--- config.mk ---
export PLATFORM = sky130hd
export DESIGN_NAME = flash_pwr_gate
export DESIGN_NICKNAME = d
export VERILOG_FILES = /design/src/rtl/flash_pwr_pkg.sv /design/src/rtl/fpg_frame_track.sv /design/src/rtl/fpg_power_fsm.sv /design/src/rtl/fpg_write_gate.sv /design/src/rtl/flash_pwr_gate.sv
export SDC_FILE = /design/constraint.sdc
export NUM_CORES = 1
export LEC_CHECK = 0
export ABC_AREA = 1
export ABC_CLOCK_PERIOD_IN_PS = 3600
export BUFFER_PORTS_ARGS = -buffer_cell sky130_fd_sc_hd__buf_2
export CELL_PAD_IN_SITES_DETAIL_PLACEMENT = 2
export CELL_PAD_IN_SITES_GLOBAL_PLACEMENT = 2
export CORE_MARGIN = 1
export CORE_UTILIZATION = 32
export DETAILED_ROUTE_END_ITERATION = 6
export PLACE_DENSITY = 0.81
export SYNTH_ARGS = -nofsm -noshare
export SYNTH_HDL_FRONTEND = slang
export SYNTH_HIERARCHICAL = 1
export SYNTH_SLANG_ARGS = --single-unit
--- constraint.sdc ---
create_clock -name clk -period 3.6 [get_ports clk]
set_input_delay 0.36 -clock clk [delete_from_list [all_inputs] [get_ports clk]]
set_output_delay 0.36 -clock clk [all_outputs]
set_load 0.02 [all_outputs]
--- src/rtl/flash_pwr_pkg.sv ---
package flash_pwr_pkg;
  typedef enum logic [1:0] {
    PWR_STBY   = 2'd0,
    PWR_ACTIVE = 2'd1,
    PWR_DEEP   = 2'd2
  } pwr_e;
endpackage

--- src/rtl/fpg_frame_track.sv ---
module fpg_frame_track #(
  parameter int OPW = 8
) (
  input  logic           clk,
  input  logic           rst_n,
  input  logic           cs_n,
  input  logic           byte_stb,
  input  logic [OPW-1:0] byte_val,
  output logic           op_stb,
  output logic [OPW-1:0] op_code,
  output logic           single_end,
  output logic [OPW-1:0] end_code
);
  logic           cs_q;
  logic [1:0]     cnt_q;
  logic [OPW-1:0] op_q;
  logic           frame_end;

  assign op_stb     = byte_stb & ~cs_n & (cnt_q == 2'd0);
  assign op_code    = byte_val;
  assign frame_end  = cs_n & ~cs_q;
  assign single_end = frame_end & (cnt_q == 2'd1);
  assign end_code   = op_q;

  always_ff @(posedge clk or negedge rst_n) begin
    if (!rst_n) begin
      cs_q  <= 1'b1;
      cnt_q <= 2'd0;
      op_q  <= '0;
    end else begin
      cs_q <= cs_n;
      if (frame_end) cnt_q <= 2'd0;
      else if (byte_stb && !cs_n && cnt_q != 2'd2) cnt_q <= cnt_q + 2'd1;
      if (op_stb) op_q <= byte_val;
    end
  end


  multi_byte_clear_chk: assert property (@(posedge clk) disable iff (!rst_n)
    frame_end |=> (cnt_q == 2'd0));
endmodule

--- src/rtl/fpg_power_fsm.sv ---
module fpg_power_fsm
  import flash_pwr_pkg::*;
#(
  parameter int             OPW    = 8,
  parameter logic [OPW-1:0] OP_DP  = 8'hB9,
  parameter logic [OPW-1:0] OP_RES = 8'hAB
) (
  input  logic           clk,
  input  logic           rst_n,
  input  logic           cs_n,
  input  logic           cyc_busy,
  input  logic           single_end,
  input  logic [OPW-1:0] end_code,
  output pwr_e           state
);
  logic rel_evt, dp_req, dp_evt;
  pwr_e nxt;

  assign rel_evt = single_end && (end_code == OP_RES);
  assign dp_req  = single_end && (end_code == OP_DP);
  assign dp_evt  = dp_req && !cyc_busy;

  always_comb begin
    nxt = state;
    if (state == PWR_DEEP) begin
      if (rel_evt) nxt = PWR_STBY;
    end else if (dp_evt)   nxt = PWR_DEEP;
    else if (!cs_n)        nxt = PWR_ACTIVE;
    else if (cyc_busy)     nxt = PWR_ACTIVE;
    else                   nxt = PWR_STBY;
  end

  always_ff @(posedge clk or negedge rst_n) begin
    if (!rst_n) state <= PWR_STBY;
    else        state <= nxt;
  end


  sel_active_chk: assert property (@(posedge clk) disable iff (!rst_n)
    (!cs_n && state != PWR_DEEP) |=> (state == PWR_ACTIVE));

  busy_hold_chk: assert property (@(posedge clk) disable iff (!rst_n)
    (cyc_busy && state != PWR_DEEP) |=> (state != PWR_STBY));

  dp_refuse_chk: assert property (@(posedge clk) disable iff (!rst_n)
    (dp_req && cyc_busy && state != PWR_DEEP) |=> (state != PWR_DEEP));

  deep_hold_chk: assert property (@(posedge clk) disable iff (!rst_n)
    (state == PWR_DEEP && !rel_evt) |=> (state == PWR_DEEP));
endmodule

--- src/rtl/fpg_write_gate.sv ---
module fpg_write_gate #(
  parameter int             OPW     = 8,
  parameter logic [OPW-1:0] OP_WREN = 8'h06,
  parameter logic [OPW-1:0] OP_PP   = 8'h02,
  parameter logic [OPW-1:0] OP_SE   = 8'hD8,
  parameter logic [OPW-1:0] OP_BE   = 8'hC7,
  parameter logic [OPW-1:0] OP_WRSR = 8'h01
) (
  input  logic           clk,
  input  logic           rst_n,
  input  logic           op_stb,
  input  logic [OPW-1:0] op_code,
  input  logic           deep,
  input  logic           cyc_busy,
  output logic           wel,
  output logic           cmd_accept,
  output logic           cyc_done
);
  function automatic logic is_write_class(input logic [OPW-1:0] op);
    return (op == OP_PP) || (op == OP_SE) || (op == OP_BE) || (op == OP_WRSR);
  endfunction

  logic pend_q, busy_q, wren_evt;

  assign wren_evt   = op_stb && (op_code == OP_WREN) && !deep;
  assign cmd_accept = op_stb && is_write_class(op_code) && wel && !deep && !cyc_busy;
  assign cyc_done   = pend_q && busy_q && !cyc_busy;

  always_ff @(posedge clk or negedge rst_n) begin
    if (!rst_n) begin
      wel    <= 1'b0;
      pend_q <= 1'b0;
      busy_q <= 1'b0;
    end else begin
      busy_q <= cyc_busy;
      if (cyc_done)        pend_q <= 1'b0;
      else if (cmd_accept) pend_q <= 1'b1;
      if (cyc_done)        wel <= 1'b0;
      else if (wren_evt)   wel <= 1'b1;
    end
  end


  wel_clear_chk: assert property (@(posedge clk) disable iff (!rst_n)
    cyc_done |=> !wel);

  wel_source_chk: assert property (@(posedge clk) disable iff (!rst_n)
    $rose(wel) |-> $past(op_stb && op_code == OP_WREN));
endmodule

--- src/rtl/flash_pwr_gate.sv ---
module flash_pwr_gate
  import flash_pwr_pkg::*;
#(
  parameter int             OPW     = 8,
  parameter logic [OPW-1:0] OP_WREN = 8'h06,
  parameter logic [OPW-1:0] OP_PP   = 8'h02,
  parameter logic [OPW-1:0] OP_SE   = 8'hD8,
  parameter logic [OPW-1:0] OP_BE   = 8'hC7,
  parameter logic [OPW-1:0] OP_WRSR = 8'h01,
  parameter logic [OPW-1:0] OP_DP   = 8'hB9,
  parameter logic [OPW-1:0] OP_RES  = 8'hAB
) (
  input  logic           clk,
  input  logic           rst_n,
  input  logic           cs_n,
  input  logic           byte_stb,
  input  logic [OPW-1:0] byte_val,
  input  logic           cyc_busy,
  output logic [1:0]     pwr_state,
  output logic           wel,
  output logic           wip,
  output logic           cmd_accept
);
  logic           op_stb, single_end, cyc_done;
  logic [OPW-1:0] op_code, end_code;
  pwr_e           state;

  fpg_frame_track #(.OPW(OPW)) u_frame (
    .clk(clk), .rst_n(rst_n), .cs_n(cs_n), .byte_stb(byte_stb),
    .byte_val(byte_val), .op_stb(op_stb), .op_code(op_code),
    .single_end(single_end), .end_code(end_code));

  fpg_power_fsm #(.OPW(OPW), .OP_DP(OP_DP), .OP_RES(OP_RES)) u_pwr (
    .clk(clk), .rst_n(rst_n), .cs_n(cs_n), .cyc_busy(cyc_busy),
    .single_end(single_end), .end_code(end_code), .state(state));

  fpg_write_gate #(.OPW(OPW), .OP_WREN(OP_WREN), .OP_PP(OP_PP), .OP_SE(OP_SE),
                   .OP_BE(OP_BE), .OP_WRSR(OP_WRSR)) u_gate (
    .clk(clk), .rst_n(rst_n), .op_stb(op_stb), .op_code(op_code),
    .deep(state == PWR_DEEP), .cyc_busy(cyc_busy), .wel(wel),
    .cmd_accept(cmd_accept), .cyc_done(cyc_done));

  assign pwr_state = state;
  assign wip       = cyc_busy;


  deep_no_grant_chk: assert property (@(posedge clk) disable iff (!rst_n)
    (state == PWR_DEEP) |-> !cmd_accept);

  busy_no_grant_chk: assert property (@(posedge clk) disable iff (!rst_n)
    wip |-> !cmd_accept);
endmodule

==> summary by stage, run 1 <==
Floorplan
In this run the core area contains 19 standard-cell rows. The starting density of the core is 0.349. The floorplan step set the die height to 57.6 µm.

The top-level port count is 18. The die is 57.6 µm wide. The area of the die is roughly 3300 µm². The core region is approximately 2800 µm².

Logic synthesis
The post-synthesis cell type with the largest combined area is dfrtp_1. The number of nets produced by synthesis is 153. By area the synthesized netlist is led by dfrtp_1 (38%), nand2_1 (17%), inv_1 (7.6%), buf_4 (6.8%), nor2_1 (6.1%).

The synthesized area per cell is between 7 and 8 µm². Yosys printed 6 warnings. Of the post-synthesis cell area, the dominant cell type holds 0.380. The instance count of the mapped netlist is 137. The number of enable-type register cells in the synthesized netlist is 0. The sequential element share of the synthesized area is 0.406. The most used flip-flop cell after synthesis is dfrtp_1. Synthesis inferred 16 register bits. The count of distinct cell types in the synthesized netlist is 20.

Summing every instance area after synthesis gives 988 µm². After synthesis, the share of flip-flops with an asynchronous set or reset is 1.00.

Global route
Global routing finished with a remaining overflow of 0. The total track usage is 0.178. The maximum number of pins on one net before global-route repair is 17. The first global-routing pass estimated 4500 µm of wire. The number of global-route vias before repair is around 1000. The number of antenna violations at the first check in global routing is 0.

Placed design
At the end of routability-driven placement, the weighted congestion stood at 0.763. The HPWL after detailed placement is 1960 µm. The count of buffers added on input and output ports is 17. Prior to clock tree synthesis, the placed netlist has a worst setup slack of 1700 ps. In this run, placement finished with an instance count of 176.

Layout
The repair_antennas step left the layout with diodes totalling 0. For this run, the share of the core covered by cells in the final layout is 0.386. The share of post-route cells with drive strength above 1 is 0.253. For this run, the number of standard cells in the final layout without fillers is around 180. Relative to the synthesized area, the layout overhead comes to 10.4%. After the last flow step, the layout net total stands at 167.

Clock tree
The count of hold buffers inserted by post-cts repair is 1. The clock reaches the later pin of the worst-skew pair after 290 ps. Buffers added to address setup during post-CTS repair amount to 0. The number of sinks on the clock net is 16. The number of buffers between clock root and the deepest sink is 2. The number of H-tree branching levels is 1. TritonCTS built the clock tree. CTS placed an instance of clkbuf_4 at the clock tree root. After clock tree synthesis, the clock-pin slew on the worst setup and hold paths is approximately 100 ps.

The CTS buffer count is 3. The post-cts sizing count is 0.

Route
The overall via count from detail_route is between 800 and 900. The first routing iteration left 17 violations. The post-detailed-route wirelength per cell is ~14 µm. The count of nets left with antenna violations once routing finished came out at 0. The total DRC errors in the routed layout is 1. The average vias per placed instance is 4.63. After detailed routing, the total wire length is ~2400 µm. The first detailed-routing pass took 6 iterations.

STA
Timing would allow up to 458 MHz. The transition time at the pin with the least slew margin is 367 ps. The worst pin sits at a relative slew slack of 0.755. The clock tree skew after final layout is approximately 2.8 ps. The hold violation total from the final report is 0. The total setup violations reported at the end of the flow is 0. The post-layout worst setup margin is between 1000 and 1500 ps.

The count of final max-slew check failures was 0. Dividing the final minimum period by the clock period gives 0.606. The setup total negative slack is 0 ps. The worst path needs 2180 ps of the cycle, external delays included. Setup repair after global routing left no endpoint under its margin.

Critical path
The required time of the critical path is 3240 ps. The endpoint type of the worst setup path is a primary output. The type of element launching the critical path is a register. The endpoint arrival time on the critical path is about 1800 ps. The critical-path maximum fanout is 9.

The category of the critical setup timing path is register to primary output.

Power
In this run the static leakage power is 0.603 nW. Dividing total power by cell area gives a power density of 549 nW/µm². IR analysis of the VDD net gives a maximum drop of 0.243 mV.

Min path
The path class of the tightest hold or removal check is primary input to register.

Status
The final reports fail on design-rule violations. The flow ran to the end, but the final reports show violations.

Flow run
Across the run, the number of max-cap violations was 0.
cells by family (layout without fill, tap and decap cells):
kind of cell | Yosys count | count (layout) | share of synthesized area
AOI/OAI and AO/OA | 4 | 4 | 0.0304
buffers and inverters | 34 | 47 | 0.168
DFF | 16 | 16 | 0.406
and+or+nand+nor | 80 | 80 | 0.357
adders and majority gates | 3 | 3 | 0.0380
synth_stat cells, types with 2 or more instances:
cell type / number
ha_1: 3
nor2_2: 4
buf_4: 9
a21oi_1: 2
dfrtp_1: 15
nand3_1: 7
inv_2: 4
nand3b_1: 2
nand2_1: 44
nor2_1: 16
inv_1: 20
nand2_2: 3
per-layer routing:
metal  vias up  share of wire  GRT usage
li1        421              -          -
met1       405           0.47      0.221
met2        12           0.50      0.331
met3         0          0.031     0.0272
met4         0              0     0.0209
met5         -              0          0
stage by stage:
stage	instance area (µm²)	power, mW	hold slack (ps)
3_3_place_gp	1040	0.457	292
6_report	1090	0.599	196
4_1_cts	1090	0.609	190
5_1_grt	1090	0.655	187
3_5_place_dp	1040	0.477	300
2_1_floorplan	988	0.417	64.4
cell type report:
type                            instances  area [µm²]
Inverter                               25        98.8
Fill cell                             353        1740
Timing Repair Buffer                   18        95.1
Multi-Input combinational cell         87         420
Clock buffer                            4        36.3
Sequential cell                        16         402
Tap cell                               31        38.8
layout by cell type, fill, tap and decap left out, drive strengths merged:
cell type    instances
dlygate4sd3          1
nand3b               2
dfstp                1
clkinv               1
nor2                21
dfrtp               15
nand2               48
inv                 24
ha                   3
nor3                 1
a21oi                3
nand3                7
clkbuf               4
buf                 17
o21bai               1
nand4                1
sequential cells by signal (all words and copies together) (netlist names):
name,count
u_gate/pend_q,1
u_gate/busy_q,1
u_frame/cs_q,1
u_frame/end_code,8
u_gate/wel,1
u_pwr/state,2
u_frame/cnt_q,2
path summary, 6_finish.rpt:
check                               startpoint                   to  slack, ps  cells after the start
setup / recovery              u_frame/cnt_q[0]           cmd_accept       1420                     10
hold / removal                            cs_n         u_frame/cs_q        200                      1
setup reg to reg              u_frame/cnt_q[0]        u_gate/pend_q       2120                      9
hold reg to reg            u_frame/end_code[7]  u_frame/end_code[7]        500                      2
max in group asynchronous                rst_n         u_frame/cs_q       2790                      2
min in group asynchronous                rst_n       u_pwr/state[1]        500                      2
critical path, cell delays in order (launching register included):
cell	delay (ps)
dfrtp_1	410
inv_1	110
ha_1	210
nand2_4	110
clkinv_4	110
inv_2	50
nor2_4	70
nand2_1	40
o21bai_2	200
inv_1	70
buf_2	150
power by group:
group          total, mW  switching (mW)  internal (mW)
Combinational      0.190           0.122         0.0677
Clock              0.123          0.0617         0.0616
Sequential         0.286          0.0473          0.239
(Power assumes the default switching activity.)
==> run 2, diff against run 1 <==
--- a/config.mk
+++ b/config.mk
@@ -5,15 +5,15 @@
 export SDC_FILE = /design/constraint.sdc
 export NUM_CORES = 1
 export LEC_CHECK = 0
-export ABC_AREA = 1
-export ABC_CLOCK_PERIOD_IN_PS = 3600
+export ABC_AREA = 0
+export ABC_CLOCK_PERIOD_IN_PS = 2100
 export BUFFER_PORTS_ARGS = -buffer_cell sky130_fd_sc_hd__buf_2
 export CELL_PAD_IN_SITES_DETAIL_PLACEMENT = 2
 export CELL_PAD_IN_SITES_GLOBAL_PLACEMENT = 2
 export CORE_MARGIN = 1
-export CORE_UTILIZATION = 32
+export CORE_UTILIZATION = 34
 export DETAILED_ROUTE_END_ITERATION = 6
-export PLACE_DENSITY = 0.81
+export PLACE_DENSITY = 0.77
 export SYNTH_ARGS = -nofsm -noshare
 export SYNTH_HDL_FRONTEND = slang
 export SYNTH_HIERARCHICAL = 1
==> constraint.sdc (replaced) <==
create_clock -name clk -period 2.1 [get_ports clk]
set_input_delay 0.21 -clock clk [delete_from_list [all_inputs] [get_ports clk]]
set_output_delay 0.21 -clock clk [all_outputs]
set_load 0.02 [all_outputs]
==> run 2 against run 1 <==
Net effect:
- the run now ends clean
- total power rose by 52%
- global-route usage decreased by 1.6 points
- combinational power grew 41%
- clock power increased by 37%
- sequential power grew 65%
- critical path type unchanged
- largest power group unchanged
- highest routed layer unchanged
==> summary by stage, run 2 <==
Status
The run finished with clean final reports.

Power
The overall power of the completed layout is 908 µW. Summed over all cells, the static leakage comes to 0.437 nW. Dividing total power by cell area gives a power density of ~900 nW/µm².

The worst-case IR drop observed on VDD is 0.426 mV.

Critical path
Along the worst path, the maximum fanout reaches 4. The cell that appears most often on the critical path is inv_1. The family with the most delay on the worst path is simple AND/OR/NAND/NOR gates. The endpoint arrival time on the critical path is around 1700 ps. The category of the critical setup timing path is register to primary output. The worst-case register-to-register setup slack is ~480 ps. The critical path contains buffers and inverters numbering 3 combined. Among all stages on the critical path, the largest delay is contributed by dfrtp_1. For this run, the slowest stage of the critical path takes ~430 ps. STA classifies the critical path endpoint as a primary output.

At the worst endpoint, the required time is between 1500 and 2000 ps. The type of element launching the critical path is a register. The critical path goes through inv_1 > ha_1 > nand3_4 > inv_1 > nand2b_1 > nor3b_2 > nor2b_2 > buf_4.

Global route
For this run, the total global-route usage over all layers was measured as 0.161. The total overflow left after global routing is 0. The maximum number of pins on one net before global-route repair is 17.

The first global-routing pass estimated roughly 3200 µm of wire. The number of antenna violations at the first check in global routing is 0. The number of global-route vias before repair is 684.

Logic synthesis
Yosys printed 6 warnings. In this run the mean area of a mapped cell was 11.1 µm². Synthesis produced a netlist with a net count of 98. Summing every instance area after synthesis gives 913 µm². Synthesis handed over a netlist of 82 instances.

Placed design
After detailed placement, the total cell area comes to roughly 970 µm². The congestion estimate from routability-driven global placement came to ~0.67. Including well taps, the total number of placed cells is 120. The count of buffers from port buffering is 17. The pre-CTS setup slack is 295 ps.

The half-perimeter wire length of the detailed placement result is ~1500 µm.

Floorplan
Row generation in the floorplan step produced 18 rows. In this run the count of I/O pins placed on the die edge is 18. The die is 53.8 µm tall.

The starting density of the core is 0.365. The die covers 2900 µm². The core region is 2500 µm². The width of the die is about 54 µm.

STA
Setup repair after global routing left no endpoint under its margin. The maximum operating frequency is 523 MHz. The post-layout worst setup margin is 190 ps. The final hold slack is slightly below 70 ps. The shortest clock period the worst path allows after layout is 1910 ps. The hold violation total from the final report came to 0. In this run the tightest slew margin relative to its limit is 0.762. Setup total negative slack on the finished layout was measured at 0 ps. The final cycle utilization of the critical path is 0.910. The total setup violations reported at the end of the flow is 0. For the pin with the worst max-slew slack, the measured transition is between 300 and 400 ps.

The count of final max-slew check failures is 0. The clock tree skew after final layout is 2.21 ps.

Clock tree
The clock passes through at most 2 buffers. CTS saw 16 sinks. The clock-pin slew of the registers on the worst-case setup and hold paths is ~90 ps. The number of clock buffers added by TritonCTS is 3.

The CTS tree is done. CTS placed an instance of clkbuf_4 at the clock tree root. For the worst-skew pair, the clock arrives at the later sink with an insertion delay of ~280 ps. The number of H-tree branching levels is 1.

Layout
Leaving out fill and tap cells, the most frequent cells in the layout are buf_2 (16), dfrtp_1 (15), mux2_2 (8), nand2_1 (5). The repair_antennas step left the layout with diodes totalling 0. The area growth from synthesis to layout is 12.7%. The net count of the finished layout is between 100 and 150.

After routing the design area is 1030 µm². The share of post-route cells with drive strength above 1 is 0.423. For this run, the share of the core covered by cells in the final layout is 0.412. Leaving out fill and tap cells, the most frequent cell in the layout is buf_2. The register with the most flip-flops in the layout has 8 of them.

After filler insertion, the fill cell instance count of the layout stands at approximately 280. The non-filler instance count after layout is around 130.

Route
The total DRC errors in the routed layout is 0. Across all layers, the routed design uses ~640 vias. Using the TritonRoute via totals, the vias-per-cell ratio works out to 5.03. For this block, the initial DRC count from the detailed router was 1. The number of antenna-violating nets in the routed design is 0. The post-detailed-route wirelength per cell is 15.1 µm. The first TritonRoute pass finished after 2 iterations.

The aggregate routed wire length is around 1900 µm.

Flow run
The count of max-cap constraint violations is 0.

Min path
The worst hold path belongs to the class primary input to register.
==> run 2: changes by cell type in the layout (fill, tap and decap cells not counted), sizes merged, moves of 3 or more <==
cell   previous run  this run
nor3b             0         3
nor2b             0         3
nand3             7         2
mux2              0         8
inv              24         5
nor2             21         1
o21ai             0         4
nand2            48         5
==> run 2: repair_timing <==
action | in CTS | in global routing
hold endpoints to repair | 15 | 0
setup buffers | 0 | 2
hold buffers | 1 | 0
pin swaps | 0 | 2
endpoints found under the setup margin | 1 | 1
gates resized for setup | 1 | 2
==> run 2: area by class of cell <==
class                           count  area (µm²)  share of cell area
Clock buffer                        4        26.3              0.0255
Multi-Input combinational cell     52         433               0.420
Sequential cell                    16         402               0.390
Inverter                            5        18.8              0.0182
Timing Repair Buffer               20         113               0.109
Tap cell                           30        37.5              0.0365
==> run 2: routing by layer <==
metal  share of wire  track usage  up-vias
li1                -            -      306
met1            0.47        0.198      315
met2            0.48        0.278       18
met3           0.049       0.0593        0
met4               0       0.0132        0
met5               0            0        -
==> run 2: final timing paths <==
check                                     from                  end  depth (start not counted)
hold / removal                            cs_n         u_frame/cs_q                          1
hold reg to reg            u_frame/end_code[6]  u_frame/end_code[6]                          1
setup reg to reg              u_frame/cnt_q[0]           u_gate/wel                          8
setup / recovery              u_frame/cnt_q[0]           cmd_accept                          8
max in group asynchronous                rst_n         u_frame/cs_q                          2
min in group asynchronous                rst_n     u_frame/cnt_q[1]                          2
==> run 2: where the power goes <==
group	internal, mW	switching [mW]	total [mW]
clock network	0.0738	0.0950	0.169
logic	0.149	0.118	0.267
registers	0.406	0.0655	0.472
total	0.629	0.279	0.908
